--- config.mk ---
export PLATFORM = sky130hd
export DESIGN_NAME = fpcc_unit
export DESIGN_NICKNAME = d
export VERILOG_FILES = /design/src/rtl/fpcc_pkg.sv /design/src/rtl/fpcc_next.sv /design/src/rtl/fpcc_reg.sv /design/src/rtl/fpcc_pred.sv /design/src/rtl/fpcc_unit.sv
export SDC_FILE = /design/constraint.sdc
export NUM_CORES = 1
export LEC_CHECK = 0
export BUFFER_PORTS_ARGS = -buffer_cell sky130_fd_sc_hd__buf_4
export CORE_AREA = 2 2 39 41
export CTS_CLUSTER_DIAMETER = 100
export DETAILED_ROUTE_END_ITERATION = 7
export DIE_AREA = 0 0 41 43
export GPL_ROUTABILITY_DRIVEN = 0
export HOLD_SLACK_MARGIN = 0.1
export PLACE_DENSITY = 0.56
export SLEW_MARGIN = 30
export SYNTH_ARGS = -nofsm -noshare
export SYNTH_HDL_FRONTEND = slang
export SYNTH_SLANG_ARGS = --single-unit
--- constraint.sdc ---
create_clock -name clk -period 0.9 [get_ports clk]
set_clock_uncertainty 0.15 [all_clocks]
set_input_delay 0 -clock clk [delete_from_list [all_inputs] [get_ports clk]]
set_output_delay 0 -clock clk [all_outputs]
set_load 0.02 [all_outputs]
--- src/rtl/fpcc_pkg.sv ---
package fpcc_pkg;

    localparam int CC_W   = 4;
    localparam int SEL_W  = 5;
    localparam int MASK_W = SEL_W - 1;
    localparam int SIG_BIT = SEL_W - 1;

    typedef enum logic [1:0] {
        OP_NONE  = 2'd0,
        OP_ARITH = 2'd1,
        OP_CMP   = 2'd2,
        OP_LOAD  = 2'd3
    } cc_op_e;

    typedef enum logic [1:0] {
        VC_FINITE = 2'd0,
        VC_ZERO   = 2'd1,
        VC_INF    = 2'd2,
        VC_NAN    = 2'd3
    } val_class_e;

    // Flag word, N in the most significant position
    typedef struct packed {
        logic n;
        logic z;
        logic i;
        logic nan;
    } cc_t;

    // Relation vector, eq in bit 0 so it lines up with the selector mask
    typedef struct packed {
        logic un;
        logic lt;
        logic gt;
        logic eq;
    } rel_t;

    function automatic cc_t classify(input logic sign, input val_class_e cls);
        cc_t r;
        r     = '0;
        r.n   = sign;
        r.z   = (cls == VC_ZERO);
        r.i   = (cls == VC_INF);
        r.nan = (cls == VC_NAN);
        return r;
    endfunction

    function automatic rel_t relations(input cc_t c);
        rel_t r;
        r.eq = c.z & ~c.nan;
        r.gt = ~(c.nan | c.z | c.n);
        r.lt = c.n & ~(c.nan | c.z);
        r.un = c.nan;
        return r;
    endfunction

endpackage

--- src/rtl/fpcc_next.sv ---
module fpcc_next
    import fpcc_pkg::*;
(
    input  cc_op_e           op,
    input  logic             sign,
    input  val_class_e       cls,
    input  logic             unord,
    input  logic [CC_W-1:0]  load_code,
    output logic             we,
    output cc_t              next_cc
);
    cc_t unord_code;

    always_comb begin
        unord_code     = '0;
        unord_code.nan = 1'b1;
    end

    always_comb begin
        we      = 1'b0;
        next_cc = '0;
        unique case (op)
            OP_ARITH: begin
                we      = 1'b1;
                next_cc = classify(sign, cls);
            end
            OP_CMP: begin
                we      = 1'b1;
                next_cc = unord ? unord_code : classify(sign, cls);
            end
            OP_LOAD: begin
                we      = 1'b1;
                next_cc = cc_t'(load_code);
            end
            default: begin
                we      = 1'b0;
                next_cc = '0;
            end
        endcase
    end
endmodule

--- src/rtl/fpcc_reg.sv ---
module fpcc_reg #(
    parameter int W = 4
) (
    input  logic         clk,
    input  logic         rst,
    input  logic         we,
    input  logic [W-1:0] d,
    output logic [W-1:0] q
);
    always_ff @(posedge clk) begin
        if (rst)     q <= '0;
        else if (we) q <= d;
    end
endmodule

--- src/rtl/fpcc_pred.sv ---
module fpcc_pred
    import fpcc_pkg::*;
(
    input  cc_t               cc,
    input  logic [SEL_W-1:0]  sel,
    output logic              hit,
    output logic              unord_err
);
    rel_t              rel;
    logic [MASK_W-1:0] rel_vec;
    logic [MASK_W-1:0] picked;

    assign rel     = relations(cc);
    assign rel_vec = rel;

    for (genvar g = 0; g < MASK_W; g++) begin : g_pick
        assign picked[g] = sel[g] & rel_vec[g];
    end

    assign hit       = |picked;
    assign unord_err = sel[SIG_BIT] & cc.nan;
endmodule

--- src/rtl/fpcc_unit.sv ---
module fpcc_unit
    import fpcc_pkg::*;
(
    input  logic              clk,
    input  logic              rst,
    input  logic [1:0]        op_kind,
    input  logic              val_sign,
    input  logic [1:0]        val_class,
    input  logic              cmp_unord,
    input  logic [CC_W-1:0]   load_code,
    input  logic [SEL_W-1:0]  pred_sel,
    output logic [CC_W-1:0]   cc,
    output logic              pred_true,
    output logic              pred_unord_err
);
    logic            we;
    cc_t             next_cc;
    logic [CC_W-1:0] held;

    fpcc_next u_next (
        .op        (cc_op_e'(op_kind)),
        .sign      (val_sign),
        .cls       (val_class_e'(val_class)),
        .unord     (cmp_unord),
        .load_code (load_code),
        .we        (we),
        .next_cc   (next_cc)
    );

    fpcc_reg #(.W(CC_W)) u_reg (
        .clk (clk),
        .rst (rst),
        .we  (we),
        .d   (next_cc),
        .q   (held)
    );

    fpcc_pred u_pred (
        .cc        (cc_t'(held)),
        .sel       (pred_sel),
        .hit       (pred_true),
        .unord_err (pred_unord_err)
    );

    assign cc = held;
endmodule

* Word-level counts from Yosys, hierarchy flattened
Cells that the tools add are included.
Operators by class: equal/unequal tests 6, multiplexer cells 3, bitwise operators 12, reductions and logical operators 2
Operators with widths (count):
- 4-bit one-hot mux with 3 select lines | 1
- 2-bit equality test (second input constant) | 4
- 1-bit bitwise AND | 7
- 2-bit by 1-bit equality test with 1-bit output (second input constant) | 2
- 4-bit 2-to-1 mux | 1
- 4-bit OR reduction | 1
- 1-bit NOT | 3
- 3-bit OR reduction | 1
- 1-bit bitwise OR | 2
- 1-bit 2-to-1 mux | 1
Storage, ports and cells: bits in registers 4, input port bits 17, output and inout bits 6, word-level logic and storage cells 24

* Logic depth before layout (Yosys ltp)
depth after elaboration 5, depth in mapped cells 4, mapped depth without buffers 3

* Cells and area by module
From an unflattened synthesis, not the netlist that was laid out.
Unflattened totals: cells, all modules 37, area, all modules 317.8 sq um
Modules (own cells, without submodules):
- fpcc_next | instances 1, cells each 19, area an instance 141.4 sq um, seq. area each 0.0 sq um
- fpcc_reg | instances 1, cells each 13, area an instance 140.1 sq um, seq. area each 80.1 sq um
- fpcc_pred | instances 1, cells each 5, area an instance 36.3 sq um, seq. area each 0.0 sq um

* Least setup slack after synthesis
No wires, ideal clock.
kind reg-to-output, start point reg u_reg.q[3], end point out pred_true, arrival 1.172 ns, data required time 0.750 ns, path slack -0.422 ns, cell stages (with the launch flop) 4, buffers on the path 0, cell sequence dfxtp_1 mux2_2 mux2i_1 o21ai_0
Between the ends: word-level cells in the longest chain between the ends 4, elaborated cells between the ends (all ways) 6, classes of those cells bitwise (5); reduce/logical (1)
RTL lines:
- start: declaration | line fpcc_reg.sv:8 | output logic [W-1:0] q
- start signal: assignment | line fpcc_reg.sv:11 | if (rst) q <= '0;
- start signal: assignment | line fpcc_reg.sv:12 | else if (we) q <= d;
- 1-bit bitwise OR | line fpcc_pkg.sv:51 | r.gt = ~(c.nan | c.z | c.n);
- 1-bit NOT | line fpcc_pkg.sv:51
- 1-bit bitwise AND | line fpcc_pred.sv:17 | assign picked[g] = sel[g] & rel_vec[g];
- 4-bit OR reduction (*) | line fpcc_pred.sv:20 | assign hit = |picked;
- end: declaration | line fpcc_unit.sv:13 | output logic pred_true,
Mark *: on every way between the ends. The rest lies on a longest branch, timed or not.

* Final worst setup path
Ends and elaborated chain as after synthesis.

==> results by group <==
Outcome
  • Status: complete, but fails checks
  • Failing checks: hold timing, setup timing

Layout
  • Number of diodes: 0
  • Finished Cell Area: just over 600 µm²
  • Biggest regs: u_reg.q: 4 flops
  • Final nets: 86
  • Max reg flops: 4
  • Biggest register: u_reg.q
  • Finished Layout Cells: 84
  • Share of layout cells above drive strength 1: 64.7%
  • Area growth syn-to-layout: 97.6%

Logic synthesis
  • Share of flip-flops with an asynchronous set or reset: 0%
  • Warnings, synthesis: 0
  • Synth Instances: 39
  • Syn nets: 56
  • Cell area after synthesis: between 300 and 400 µm²
  • Distinct cells, synth: 24
  • Syn avg cell area: about 7.9 µm²
  • Most used DFF post-synth: dfxtp_1
  • Post-synth EDFFs: 0
  • Seq cells post-synth: 4
  • Seq/Total Area, Yosys: a little over a quarter

Clocking
  • Clk Latency, worst-skew pair: between 200 and 250 ps
  • Clock Path Buffers: 2
  • Htree depth: 1
  • Root Driver: clkbuf_4
  • Clk sink count: 4
  • Clock slew at reported path FFs: ~40 ps
  • TritonCTS clock tree: yes
  • TritonCTS Buffers: 3

Place
  • Post-Place Worst Slack: -248 ps
  • Area post-placement: slightly above 500 µm²
  • Inst Count DP: 77
  • Post-DP HPWL: 596 µm
  • # port buffers: 22

Detailed routing
  • Drt via density: 4.40
  • Starting DRT DRC Count: 1
  • First-pass detailed-route iteration total: 2
  • Detailed-route wire length per cell: around 9.1 µm
  • Drt total wl: 766 µm
  • DR DRC count: 0
  • Vias after detailed routing: 370
  • Antenna viol nets, final: 0

Setup path
  • Worst endpoint data arrival time: between 1000 and 1500 ps
  • CP Capture Type: primary output
  • Startpoint Class: flop
  • Crit Path Class: flop to primary output
  • CP Max Fanout: 2
  • CP Data Required Time: roughly 750 ps

STA
  • Setup WS post-layout: -459 ps
  • Hold Slack: -92.5 ps
  • Final Cycle Share: 151%
  • Worst-Margin Slew: ~210 ps
  • Final worst path period need: 1360 ps
  • Setup violators final: 5
  • RSZ-0062 raised after global routing: true
  • Hold Fails Final Rpt: 4
  • Fmax: approximately 740 MHz
  • Max-Slew Margin vs Limit: a little under nine tenths
  • Final max-slew violation count: 0

Floorplanning
  • Die height: approximately 43 µm
  • Core area: ~1400 µm²
  • Io pins: 23
  • Die area: 1760 µm²
  • Initial Utilization: about 22%
  • Row Count: 14
  • Die width: 41 µm

Hold path
  • Min-delay worst type: input pin to flop

Power
  • Maximum VDD drop: roughly 0.46 mV
  • Power per Cell Area: about 1200 nW/µm²
  • Leakage power: between 0.2 and 0.3 nW

Global route
  • GRT Residual Overflow: 0
  • First-pass GRT wire length: 1210 µm
  • Total GRT Usage: between 10% and 20%
  • Pin count of the biggest net entering global routing: 14
  • Vias in the first global route: 323
  • Initial antenna violation count: 0

Job
  • Maxcap violations: 0
-- routing by layer --
metal	track usage, %	wire (µm)	vias to the layer above
li1	-	-	200
met1	12.3	311	151
met2	14.4	360	17
met3	2.09	74	2
met4	14.0	19	0
met5	0	0	-
-- worst paths after layout --
check	start	to	slack (ps)	depth (start not counted)
max	u_reg.q[3]	pred_true	-460	4
min reg2reg	u_reg.q[1]	u_reg.q[1]	440	2
min	load_code[3]	u_reg.q[3]	-90	3
max reg2reg	u_reg.q[0]	u_reg.q[0]	-110	4
-- final cells by class --
cell class	instances	area [µm²]
Inverter	1	3.75
Sequential cell	4	92.6
Multi-Input combinational cell	32	231
Tap cell	16	20.0
Fill cell	149	778
Timing Repair Buffer	27	231
Clock buffer	4	26.3
-- critical path, stage by stage (launching register included) --
cell	delay, ps
dfxtp_4	340
mux2_4	280
mux2i_1	150
o21ai_2	70
buf_6	120
-- stage by stage --
step           total power, mW  hold slack [ps]  utilization, %  setup TNS [ps]
3_3_place_gp             0.426             36.9            36.6            -304
6_report                 0.712            -92.5            43.8            -940
2_1_floorplan            0.322            -92.7               -            -205
3_5_place_dp             0.426             37.7            36.6            -328
5_1_grt                  0.763            -98.6            43.8           -1160
4_1_cts                  0.716             -100            42.2            -970
-- synthesized netlist by cell type (2+ instances only) --
master | number | area share [%]
nor2_1 | 3 | 3.7
o21ai_1 | 2 | 3.3
nor2_2 | 2 | 4.1
and3_1 | 2 | 4.1
nor3_1 | 4 | 6.5
dfxtp_1 | 4 | 26
nand2_1 | 4 | 4.9
buf_6 | 2 | 7.3
-- cells by family (layout without fill, tap and decap cells) --
group	count (synthesis)	in the layout	synth area share, %
buf+inv	3	32	8.57
mux	2	2	6.94
compound gates	8	8	19.2
simple gates	22	22	39.2
flops	4	4	26.1
-- layout by cell type (no fill, tap or decap) --
cell,n
a211oi_1,1
a211oi_2,1
a21o_1,1
a311oi_1,1
and2_4,1
and2b_1,1
and3_1,2
and3_2,1
buf_4,19
buf_6,7
clkbuf_1,1
clkbuf_4,3
dfxtp_2,1
dfxtp_4,3
dlygate4sd3_1,1
inv_1,1
mux2_4,1
mux2i_1,1
nand2_1,4
nand2b_1,1
nand3_1,1
nand3_2,1
nor2_1,3
nor2_2,2
nor2b_1,1
nor3_1,1
nor3_2,2
nor3_4,1
o211ai_1,1
o21ai_1,2
o21ai_2,1
-- power by group --
| part | internal (mW) | total (mW) | switching, mW |
|---|---|---|---|
| Sequential | 0.191 | 0.205 | 0.0133 |
| Combinational | 0.153 | 0.260 | 0.107 |
| Clock | 0.167 | 0.248 | 0.0807 |
-- timing repair --
action                                  in CTS  in global routing
pin swaps                                    4                  0
gates resized for setup                      7                  5
hold buffers                                 1                  1
endpoints found under the setup margin       5                  9
hold endpoints to repair                     4                  4
buffers inserted                             2                  0
Note: power is estimated with default switching activity, not from simulation.
